===== src/rtl/mw_pkg.sv =====
package mw_pkg;
  typedef enum logic [2:0] {
    SEG_SETUP, SEG_OUT, SEG_IN, SEG_STBY, SEG_POLL, SEG_CLEAN, SEG_END
  } seg_kind_e;

  typedef struct packed {
    logic cs;
    logic sk;
    logic di;
  } pins_t;
endpackage


===== src/rtl/mw_delay_timer.sv =====
module mw_delay_timer #(
  parameter int unsigned DLY = 2500
) (
  input  logic clk_i,
  input  logic rst_ni,
  input  logic load_i,
  input  logic run_i,
  output logic zero_o
);
  localparam int unsigned TW = (DLY > 1) ? $clog2(DLY) : 1;
  localparam logic [TW-1:0] RELOAD = TW'(DLY - 1);

  logic [TW-1:0] cnt_q;

  always_ff @(posedge clk_i or negedge rst_ni) begin
    if (!rst_ni)                   cnt_q <= '0;
    else if (load_i)               cnt_q <= RELOAD;
    else if (run_i && cnt_q != '0) cnt_q <= cnt_q - 1'b1;
  end

  assign zero_o = (cnt_q == '0);

  AST_TMR_BOUND: assert property (@(posedge clk_i) disable iff (!rst_ni)
    cnt_q <= RELOAD);
endmodule


===== src/rtl/mw_capture.sv =====
module mw_capture #(
  parameter int unsigned W = 16
) (
  input  logic         clk_i,
  input  logic         rst_ni,
  input  logic         clr_i,
  input  logic         shift_i,
  input  logic         bit_i,
  output logic [W-1:0] data_o
);
  always_ff @(posedge clk_i or negedge rst_ni) begin
    if (!rst_ni)      data_o <= '0;
    else if (clr_i)   data_o <= '0;
    else if (shift_i) data_o <= {data_o[W-2:0], bit_i};
  end

  AST_CAP_HOLD: assert property (@(posedge clk_i) disable iff (!rst_ni)
    (!shift_i && !clr_i) |=> $stable(data_o));
endmodule


===== src/rtl/mw_eeprom_master.sv =====
module mw_eeprom_master
  import mw_pkg::*;
#(
  parameter int unsigned DLY      = 2500,
  parameter int unsigned POLL_MAX = 200,
  parameter int unsigned AW       = 6,
  parameter int unsigned DW       = 16,
  parameter int unsigned PAD_BITS = 4,
  parameter logic [2:0]  OP_READ  = 3'b110,
  parameter logic [2:0]  OP_WRITE = 3'b101,
  parameter logic [4:0]  OP_EWEN  = 5'b10011,
  parameter logic [4:0]  OP_EWDS  = 5'b10000
) (
  input  logic          clk_i,
  input  logic          rst_ni,
  input  logic          req_valid_i,
  input  logic          req_write_i,
  input  logic [AW-1:0] req_addr_i,
  input  logic [DW-1:0] req_wdata_i,
  output logic          ready_o,
  output logic          done_o,
  output logic          err_o,
  output logic [DW-1:0] rdata_o,
  output logic          cs_o,
  output logic          sk_o,
  output logic          di_o,
  input  logic          do_i
);
  localparam int unsigned FW   = DW;
  localparam int unsigned BIW  = $clog2(FW);
  localparam int unsigned NBW  = $clog2(FW + 1);
  localparam int unsigned PW   = (POLL_MAX > 1) ? $clog2(POLL_MAX) : 1;
  localparam int unsigned SEGW = 4;

  typedef struct packed {
    seg_kind_e      kind;
    logic [NBW-1:0] nbits;
    logic [FW-1:0]  data;
  } seg_t;

  function automatic seg_t mk(input seg_kind_e k, input int unsigned n, input logic [FW-1:0] d);
    seg_t s;
    s.kind  = k;
    s.nbits = NBW'(n);
    s.data  = d;
    return s;
  endfunction

  // transfer script: segment list per command
  function automatic seg_t seg_of(input logic wr, input logic [SEGW-1:0] idx,
                                  input logic [AW-1:0] a, input logic [DW-1:0] d);
    seg_t s;
    s = mk(SEG_END, 0, '0);
    if (!wr) begin
      case (idx)
        4'd0: s = mk(SEG_SETUP, 0, '0);
        4'd1: s = mk(SEG_OUT, 3, FW'(OP_READ));
        4'd2: s = mk(SEG_OUT, AW, FW'(a));
        4'd3: s = mk(SEG_IN, DW, '0);
        4'd4: s = mk(SEG_STBY, 0, '0);
        default: ;
      endcase
    end else begin
      case (idx)
        4'd0:  s = mk(SEG_SETUP, 0, '0);
        4'd1:  s = mk(SEG_OUT, 5, FW'(OP_EWEN));
        4'd2:  s = mk(SEG_OUT, PAD_BITS, '0);
        4'd3:  s = mk(SEG_STBY, 0, '0);
        4'd4:  s = mk(SEG_OUT, 3, FW'(OP_WRITE));
        4'd5:  s = mk(SEG_OUT, AW, FW'(a));
        4'd6:  s = mk(SEG_OUT, DW, FW'(d));
        4'd7:  s = mk(SEG_STBY, 0, '0);
        4'd8:  s = mk(SEG_POLL, 0, '0);
        4'd9:  s = mk(SEG_STBY, 0, '0);
        4'd10: s = mk(SEG_OUT, 5, FW'(OP_EWDS));
        4'd11: s = mk(SEG_OUT, PAD_BITS, '0);
        4'd12: s = mk(SEG_CLEAN, 0, '0);
        default: ;
      endcase
    end
    return s;
  endfunction

  function automatic pins_t pins_of(input seg_t s, input logic [BIW-1:0] b, input logic [1:0] sub);
    pins_t p;
    p = '0;
    case (s.kind)
      SEG_SETUP: p = (sub == 2'd0) ? 3'b000 : 3'b100;
      SEG_OUT:   p = (sub == 2'd3) ? 3'b100 : {1'b1, sub == 2'd1, s.data[b]};
      SEG_IN:    p = {1'b1, sub == 2'd0, 1'b0};
      SEG_STBY: begin
        case (sub)
          2'd0: p = 3'b000;
          2'd1: p = 3'b010;
          2'd2: p = 3'b110;
          default: p = 3'b100;
        endcase
      end
      SEG_POLL:  p = 3'b100;
      SEG_CLEAN: p = {1'b0, sub == 2'd1, 1'b0};
      default:   p = '0;
    endcase
    return p;
  endfunction

  logic            busy_q, wr_q, err_q, done_q;
  logic [AW-1:0]   addr_q;
  logic [DW-1:0]   wdata_q;
  logic [SEGW-1:0] seg_q, seg_n;
  logic [BIW-1:0]  bit_q, bit_n;
  logic [1:0]      sub_q, sub_n;
  logic [PW-1:0]   poll_q, poll_n;
  pins_t           pins_q, pins_nx;
  seg_t            seg_cur, seg_nxt;
  logic            accept, advance, tmr_zero;
  logic            seg_end, set_err, cap, finish;

  assign accept  = req_valid_i && !busy_q;
  assign advance = busy_q && tmr_zero;

  mw_delay_timer #(.DLY(DLY)) u_tmr (
    .clk_i  (clk_i),
    .rst_ni (rst_ni),
    .load_i (accept || advance),
    .run_i  (busy_q),
    .zero_o (tmr_zero)
  );

  mw_capture #(.W(DW)) u_cap (
    .clk_i   (clk_i),
    .rst_ni  (rst_ni),
    .clr_i   (accept),
    .shift_i (advance && cap),
    .bit_i   (do_i),
    .data_o  (rdata_o)
  );

  always_comb begin
    seg_cur = seg_of(wr_q, seg_q, addr_q, wdata_q);
    seg_nxt = seg_of(wr_q, seg_q + 4'd1, addr_q, wdata_q);
    seg_end = 1'b0;
    set_err = 1'b0;
    cap     = 1'b0;
    bit_n   = bit_q;
    sub_n   = sub_q + 2'd1;
    poll_n  = poll_q;
    case (seg_cur.kind)
      SEG_SETUP: seg_end = (sub_q == 2'd1);
      SEG_OUT: begin
        if (sub_q == 2'd3) seg_end = 1'b1;
        else if (sub_q == 2'd2 && bit_q != '0) begin
          bit_n = bit_q - 1'b1;
          sub_n = 2'd0;
        end
      end
      SEG_IN: begin
        if (sub_q == 2'd0) cap = 1'b1;
        else if (bit_q == '0) seg_end = 1'b1;
        else begin
          bit_n = bit_q - 1'b1;
          sub_n = 2'd0;
        end
      end
      SEG_STBY: seg_end = (sub_q == 2'd3);
      SEG_POLL: begin
        sub_n = 2'd0;
        if (do_i) seg_end = 1'b1;
        else if (poll_q == PW'(POLL_MAX - 1)) begin
          seg_end = 1'b1;
          set_err = 1'b1;
        end else poll_n = poll_q + 1'b1;
      end
      SEG_CLEAN: seg_end = (sub_q == 2'd2);
      default:   seg_end = 1'b1;
    endcase
    seg_n  = seg_q;
    finish = 1'b0;
    if (seg_end) begin
      seg_n  = seg_q + 4'd1;
      bit_n  = BIW'(seg_nxt.nbits - 1'b1);
      sub_n  = 2'd0;
      finish = (seg_nxt.kind == SEG_END);
    end
    pins_nx = pins_of(seg_end ? seg_nxt : seg_cur, bit_n, sub_n);
  end

  always_ff @(posedge clk_i or negedge rst_ni) begin
    if (!rst_ni) begin
      busy_q  <= 1'b0;
      wr_q    <= 1'b0;
      err_q   <= 1'b0;
      done_q  <= 1'b0;
      addr_q  <= '0;
      wdata_q <= '0;
      seg_q   <= '0;
      bit_q   <= '0;
      sub_q   <= '0;
      poll_q  <= '0;
      pins_q  <= '0;
    end else begin
      done_q <= 1'b0;
      if (accept) begin
        busy_q  <= 1'b1;
        wr_q    <= req_write_i;
        addr_q  <= req_addr_i;
        wdata_q <= req_wdata_i;
        seg_q   <= '0;
        bit_q   <= '0;
        sub_q   <= '0;
        poll_q  <= '0;
        err_q   <= 1'b0;
        pins_q  <= 3'b000;
      end else if (advance) begin
        seg_q  <= seg_n;
        bit_q  <= bit_n;
        sub_q  <= sub_n;
        poll_q <= poll_n;
        if (set_err) err_q <= 1'b1;
        if (finish) begin
          busy_q <= 1'b0;
          done_q <= 1'b1;
        end else begin
          pins_q <= pins_nx;
        end
      end
    end
  end

  assign ready_o = !busy_q;
  assign done_o  = done_q;
  assign err_o   = err_q;
  assign cs_o    = pins_q.cs;
  assign sk_o    = pins_q.sk;
  assign di_o    = pins_q.di;

  AST_OPEN_LOW: assert property (@(posedge clk_i) disable iff (!rst_ni)
    (req_valid_i && ready_o) |=> (!cs_o && !sk_o && !di_o));
  AST_DI_HELD_ON_FALL: assert property (@(posedge clk_i) disable iff (!rst_ni)
    (cs_o && $fell(sk_o)) |-> $stable(di_o));
  AST_PIN_ON_TICK: assert property (@(posedge clk_i) disable iff (!rst_ni)
    !$stable({cs_o, sk_o, di_o}) |-> $past(accept || advance));
  AST_IDLE_QUIET: assert property (@(posedge clk_i) disable iff (!rst_ni)
    (ready_o && !req_valid_i) |=> $stable({cs_o, sk_o, di_o}));
  AST_DONE_PULSE: assert property (@(posedge clk_i) disable iff (!rst_ni)
    done_o |=> !done_o);
  AST_DONE_READY: assert property (@(posedge clk_i) disable iff (!rst_ni)
    done_o |-> ready_o);
endmodule


===== config.mk =====
export PLATFORM = sky130hd
export DESIGN_NAME = mw_eeprom_master
export DESIGN_NICKNAME = d
export VERILOG_FILES = /design/src/rtl/mw_pkg.sv /design/src/rtl/mw_delay_timer.sv /design/src/rtl/mw_capture.sv /design/src/rtl/mw_eeprom_master.sv
export SDC_FILE = /design/constraint.sdc
export NUM_CORES = 1
export LEC_CHECK = 0
export BUFFER_PORTS_ARGS = -buffer_cell sky130_fd_sc_hd__buf_2
export CAP_MARGIN = 10
export CORE_MARGIN = 1
export CORE_UTILIZATION = 45
export CTS_BUF_LIST = sky130_fd_sc_hd__clkbuf_8
export CTS_CLUSTER_DIAMETER = 80
export CTS_CLUSTER_SIZE = 12
export DETAILED_ROUTE_END_ITERATION = 10
export SKIP_CTS_REPAIR_TIMING = 1
export SLEW_MARGIN = 20
export SYNTH_ARGS = -nofsm -noshare
export SYNTH_HDL_FRONTEND = slang
export SYNTH_SLANG_ARGS = --single-unit
export TNS_END_PERCENT = 1

===== constraint.sdc =====
create_clock -name clk_i -period 4.73 [get_ports clk_i]
set_input_delay 1.1825 -clock clk_i [delete_from_list [all_inputs] [get_ports clk_i]]
set_output_delay 1.1825 -clock clk_i [all_outputs]
set_load 0.005 [all_outputs]

## Word level (Yosys, flattened, before mapping)

Index checks and enable logic that the tools add are counted.

- Register bits: 75
- Input bits: 27
- Output and inout port bits: 22
- Word-level logic and storage cells: 164

- Add/sub/neg operators: 6
- $lt $le $gt $ge: 1
- Equal/unequal tests: 45
- Mux-type cells: 64
- Reductions and logical operators: 33

Operators with widths:

| cell | count |
|---|---|
| $pmux W24 S10 | 2 |
| $pmux W24 S5 | 2 |
| $mux W24 | 3 |
| $eq A4 B4 Y1 const B | 10 |
| $mux W4 | 10 |
| $mux W8 | 5 |
| $eq A4 B3 Y1 const B | 8 |
| $mux W16 | 2 |
| $mux W12 | 2 |
| $mux W1 | 20 |
| $pmux W3 S6 | 1 |
| $eq A4 B2 Y1 const B | 4 |
| $mux W2 | 8 |
| $eq A3 B3 Y1 const B | 5 |
| $reduce_bool A2 Y1 | 7 |
| $eq A3 B2 Y1 const B | 4 |
| $logic_not A12 Y1 | 1 |
| $logic_not A4 Y1 | 3 |
| $mux W3 | 4 |
| $reduce_bool A12 Y1 | 1 |
| $sub A12 B1 Y12 const B | 1 |
| $pmux W3 S3 | 1 |
| $add A8 B1 Y8 const B | 1 |
| $eq A2 B2 Y1 const B | 4 |
| other kinds (24) | 40 |

## Depth between registers and ports, before layout

- Depth after elaboration: 14
- Depth in mapped cells: 18
- Mapped depth without buffers: 16

## Modules after synthesis

Synthesis repeated with hierarchy kept, for this count alone.

- Cell total of the unflattened synthesis: 601
- Area total of the unflattened synthesis: 5059.9 um^2

Modules (own cells, without submodules):

| module | times used | cells an instance | area each (um^2) | sequential area each (um^2) |
|---|---|---|---|---|
| mw_eeprom_master | 1 | 474 | 3698.5 | 1176.1 |
| mw_delay_timer | 1 | 75 | 700.7 | 300.3 |
| mw_capture | 1 | 52 | 660.6 | 400.4 |

## Worst setup path before layout

No wires, ideal clock.

- Path type: flip-flop to flip-flop
- Start point: register seg_q[1]
- End point: register pins_q, in the netlist di_o
- Setup time: 0.064 ns
- Data arrival time: 3.662 ns
- Required time: 4.666 ns
- Slack: 1.004 ns
- Stages on the path, launching flop included: 18
- Path buffers: 2
- Period minus slack after synthesis: 3.726 ns
- Cells stage by stage: dfrtp_1 inv_1 ha_1 buf_6 nor2b_1 o32a_1 or2_4 o32ai_2 and3b_1 buf_6 nor3b_1 and2_1 ha_1 or2_1 or3_1 or3_1 o21ai_1 or3_1

- Cells in the longest elaborated chain, start to end: 14
- Elaborated cells between the ends (all ways): 68
- Classes of those cells: 2 x add/sub; 37 x eq/ne; 20 x mux; 9 x reduce/logical

RTL lines:

| element | line | text |
|---|---|---|
| from (decl) | mw_eeprom_master.sv:109 | `logic [SEGW-1:0] seg_q, seg_n;` |
| from (signal assigned) | mw_eeprom_master.sv:214 | `seg_q <= seg_n;` |
| $add A4 B1 Y4, or another cell as far along | mw_eeprom_master.sv:140 | `seg_nxt = seg_of(wr_q, seg_q + 4'd1, addr_q, wdata_q);` |
| $eq A4 B4 Y1, or another cell as far along | mw_eeprom_master.sv:64 | `case (idx)` |
| $reduce_or A3 Y1 (no source line), or another cell as far along | - |  |
| $pmux W24 S10 / $mux W24 (equally long branches) | mw_eeprom_master.sv:64, mw_eeprom_master.sv:54 |  |
| $mux W24, or another cell as far along | mw_eeprom_master.sv:54 | `if (!wr) begin` |
| $sub A4 B1 Y4, or another cell as far along | mw_eeprom_master.sv:180 | `bit_n = BIW'(seg_nxt.nbits - 1'b1);` |
| $mux W4 / $mux W24 (equally long branches) | mw_eeprom_master.sv:178, mw_eeprom_master.sv:184 |  |
| $bmux W1 S4 | mw_eeprom_master.sv:89 | `SEG_OUT: p = (sub == 2'd3) ? 3'b100 : {1'b1, sub == 2'd1, s.data[b]};` |
| $mux W1 (implied by the code) | mw_eeprom_master.sv:89 |  |
| $mux W2 | mw_eeprom_master.sv:89 |  |
| $pmux W3 S6 | mw_eeprom_master.sv:87 | `case (s.kind)` |
| $mux W3 | mw_eeprom_master.sv:219 | `if (finish) begin` |
| $mux W3 | mw_eeprom_master.sv:213 | `end else if (advance) begin` |
| $mux W3 | mw_eeprom_master.sv:202 | `if (accept) begin` |
| to (signal assigned) | mw_eeprom_master.sv:223 | `pins_q <= pins_nx;` |
| to (decl) | mw_eeprom_master.sv:113 | `pins_t pins_q, pins_nx;` |

Parallel ways exist; a longest one is shown, timed or not. The select of a mux whose other input is x is not followed.
A chain may end at the register's enable or synchronous reset.

## Worst setup path after layout

- Start point: register seg_q[0]
- End point: register pins_q, in the netlist di_o

Same word-level chain as after synthesis.

==> impl_metrics.env <==
export IMPL_skew_ps=7.09
export IMPL_synth_area_mm2=0.00497
export IMPL_clock_latency_ps=370
export IMPL_postRouteAntennaNets=0
export IMPL_synthToLayoutAreaGrowth_pct=11.3
export IMPL_end_kind="flop"
export IMPL_synth_edf_count=0
export IMPL_synthDistinctLibCells=75
export IMPL_port_buffers=48
export IMPL_crit_buf_inv=1
export IMPL_reg2reg_slack_ps=420
export IMPL_synth_warning_count=0
export IMPL_max_slew_margin_rel_pct=37.0
export IMPL_outcome="completed"
export IMPL_drv_cap=0
export IMPL_cts_sinks=75
export IMPL_coreArea_mm2=0.0108
export IMPL_setup_viol=0
export IMPL_ys_async_sr_fraction_pct=100
export IMPL_fillers=1066
export IMPL_dp_hpwl_mm=9.02
export IMPL_die_area_mm2=0.0115
export IMPL_drtIter0Drc=315
export IMPL_crit_path_start_kind="flop"
export IMPL_critPathTopFamily="simple AND/OR/NAND/NOR gates"
export IMPL_hold_ws_ps=474
export IMPL_crit_slowest_cell="nor4_2"
export IMPL_pin_count=49
export IMPL_post_synth_top_area_cell="dfrtp_1"
export IMPL_reg2reg_to="di_o$_DFFE_PN0P_"
export IMPL_yosys_top_cells_count="nand2_1 (143), dfrtp_1 (75), nand3_1 (37), nor2_1 (37), a21oi_1 (36)"
export IMPL_ff2ff_path_depth=14
export IMPL_required_ps=5040
export IMPL_row_count=38
export IMPL_worstHoldPathType="reg2reg"
export IMPL_vias_per_cell=5.64
export IMPL_nNetsFinal=698
export IMPL_start_util_pct=46.1
export IMPL_vdd_drop_max_v=0.000223
export IMPL_ys_ff_latch=75
export IMPL_synth_avg_cell_area_um2=8.16
export IMPL_cts_tree="done"
export IMPL_fmax_ghz=0.232
export IMPL_yosysMostFrequentCell="nand2_1"
export IMPL_grt_pass1_wl_mm=20.7
export IMPL_grt_max_degree=76
export IMPL_period_minus_slack_ps=4310
export IMPL_fin_crit_sh_pct=91.2
export IMPL_place_gp_congestion=0.882
export IMPL_wl_met3_um=604
export IMPL_vias=4493
export IMPL_cts_htree_levels=3
export IMPL_overflow=0
export IMPL_grt_use_total_pct=23.1
export IMPL_route_detailed_drc=0
export IMPL_ctsLongestPathBuffers=2
export IMPL_wl_met2_mm=5.66
export IMPL_fp_dieW_um=107
export IMPL_p_per_area_mw_per_mm2=276
export IMPL_hold_path_end="wdata_q[14]$_DFFE_PN0P_"
export IMPL_clk_pin_slew_ps=80
export IMPL_worstHoldStart="wdata_q[14]$_DFFE_PN0P_"
export IMPL_wl_met1_mm=5.89
export IMPL_cts_buffers=9
export IMPL_drive_above_1_share_pct=15.5
export IMPL_grt_pass1_vias=4170
export IMPL_cts_root_buf="clkbuf_8"
export IMPL_cp_arrival_ps=4620
export IMPL_holdPathStages=2
export IMPL_top_layer_used="met4"
export IMPL_antenna_found_initial=0
export IMPL_netlist_top_cells_area="dfrtp_1 (38%), nand2_1 (11%), ha_1 (4.8%)"
export IMPL_synth_top_area_share_pct=37.7
export IMPL_wl_mm=12.5
export IMPL_drv_slew=0
export IMPL_cp_max_fo=21
export IMPL_crit_chain="ha_1 > nor4_2 > o22ai_1 > o32ai_2 > and3b_1 > nor3b_1 > nand2_1 > inv_1 > ha_1 > or2_1 > or3_1 > a211o_1 > nor4_1 > or3_1"
export IMPL_max_stage_delay_ps=670
export IMPL_crit_type="reg2reg"
export IMPL_rsz0062_at_grt="no"
export IMPL_synth_seq_area_share_pct=37.7
export IMPL_hold_viol=0
export IMPL_syn_inst=610
export IMPL_dr_pass1_iters=5
export IMPL_die_h_um=107
export IMPL_power_leakage_nw=2.52
export IMPL_timing_rr_start="seg_q[0]$_DFFE_PN0P_"
export IMPL_syn_num_nets=656
export IMPL_fin_tns_setup_ps=0
export IMPL_ys_flop_type="dfrtp_1"
export IMPL_worstMarginPinSlew_ps=945
export IMPL_wl_per_cell_um=15.7
export IMPL_antenna_cells=0
## worst max path at each step
stage | slack, ps | from | cells after the start | to
detailed placement | 480 | seg_q[0]$_DFFE_PN0P_ | 14 | di_o$_DFFE_PN0P_
global placement | 560 | seg_q[0]$_DFFE_PN0P_ | 13 | di_o$_DFFE_PN0P_
CTS | 470 | seg_q[0]$_DFFE_PN0P_ | 14 | di_o$_DFFE_PN0P_
finish | 420 | seg_q[0]$_DFFE_PN0P_ | 14 | di_o$_DFFE_PN0P_
global route | 20 | seg_q[0]$_DFFE_PN0P_ | 14 | di_o$_DFFE_PN0P_
floorplan | 1000 | seg_q[1]$_DFFE_PN0P_ | 17 | di_o$_DFFE_PN0P_
## worst reg2reg max path, cell delays in order (launching register included)
cell and delay [ps]:
dfrtp_1 470, ha_1 500, nor4_2 670, o22ai_1 310
o32ai_2 200, and3b_1 400, nor3b_1 100, nand2_1 170
inv_1 100, ha_1 180, or2_1 230, or3_1 370
a211o_1 250, nor4_1 170, or3_1 140
## area by class of cell
type | count | area (um^2) | area share, %
clock inverter | 6 | 40.0 | 0.723
inverter | 21 | 78.8 | 1.42
tap | 140 | 175 | 3.16
multi-input combinational | 482 | 2870 | 51.9
timing repair buffer | 63 | 355 | 6.42
clock buffer | 10 | 138 | 2.49
sequential | 75 | 1880 | 33.9
## routing by layer
| layer | GRT usage (%) | up-vias |
|---|---|---|
| met2 | 35.3 | 126 |
| li1 | - | 2227 |
| met4 | 9.49 | 0 |
| met1 | 32.0 | 2109 |
| met3 | 4.50 | 31 |
| met5 | 0 | - |
## kinds of logic (layout without fill, tap and decap cells)
kind of cell / Yosys count / after routing / share of synthesized area (%)
XOR/XNOR: 24 / 24 / 4.60
flip-flops: 75 / 75 / 37.7
buffers and inverters: 53 / 100 / 4.58
AND/OR/NAND/NOR: 287 / 287 / 26.4
multiplexers: 12 / 12 / 2.54
AO/OA/AOI/OAI: 140 / 140 / 19.3
adder cells (fa/ha/maj): 19 / 19 / 4.78
## registers in the layout, indices dropped and copies added, names as in the netlist
signal,cells
addr_q,6
bit_q,4
busy_q,1
cs_o,1
di_o,1
done_o,1
err_o,1
poll_q,8
seg_q,4
sk_o,1
sub_q,2
u_cap.data_o,16
u_tmr.cnt_q,12
wdata_q,16
wr_q,1
## cell usage in the layout, fill, tap and decap left out, types with 4 or more instances in the layout
cell,count
a22oi_1,6
clkbuf_8,10
nand2b_1,5
nand2_1,143
or3_1,7
o22ai_1,5
o21ai_0,27
inv_1,21
xor2_1,9
nor4_1,5
nor2_1,37
nand4_1,4
dfrtp_1,75
a21oi_1,36
nor3_1,16
buf_4,16
xnor2_1,14
buf_2,47
ha_1,19
o31ai_1,4
o211ai_1,7
a211oi_1,5
nor2b_1,4
a31oi_1,6
and2_1,5
mux2_2,5
nand3_1,37
mux2i_1,7
## report_power, final
group | switching [mW] | internal, mW | leakage, nW
Sequential | 0.0807 | 0.723 | 0.948
Combinational | 0.147 | 0.125 | 1.48
Clock | 0.250 | 0.204 | 0.0924
## through the flow
stage | cells | instance area [um^2] | util, % | setup slack, ps | power [mW]
global placement | 781 | 5360 | 49.7 | 561 | 1.08
floorplan | 610 | 4970 | - | 1000 | 0.989
detailed placement | 781 | 5360 | 49.7 | 476 | 1.09
global route | 797 | 5540 | 51.3 | 20.1 | 1.62
finish | 797 | 5540 | 51.3 | 418 | 1.53
CTS | 797 | 5540 | 51.3 | 470 | 1.56
(Power assumes the default switching activity.)
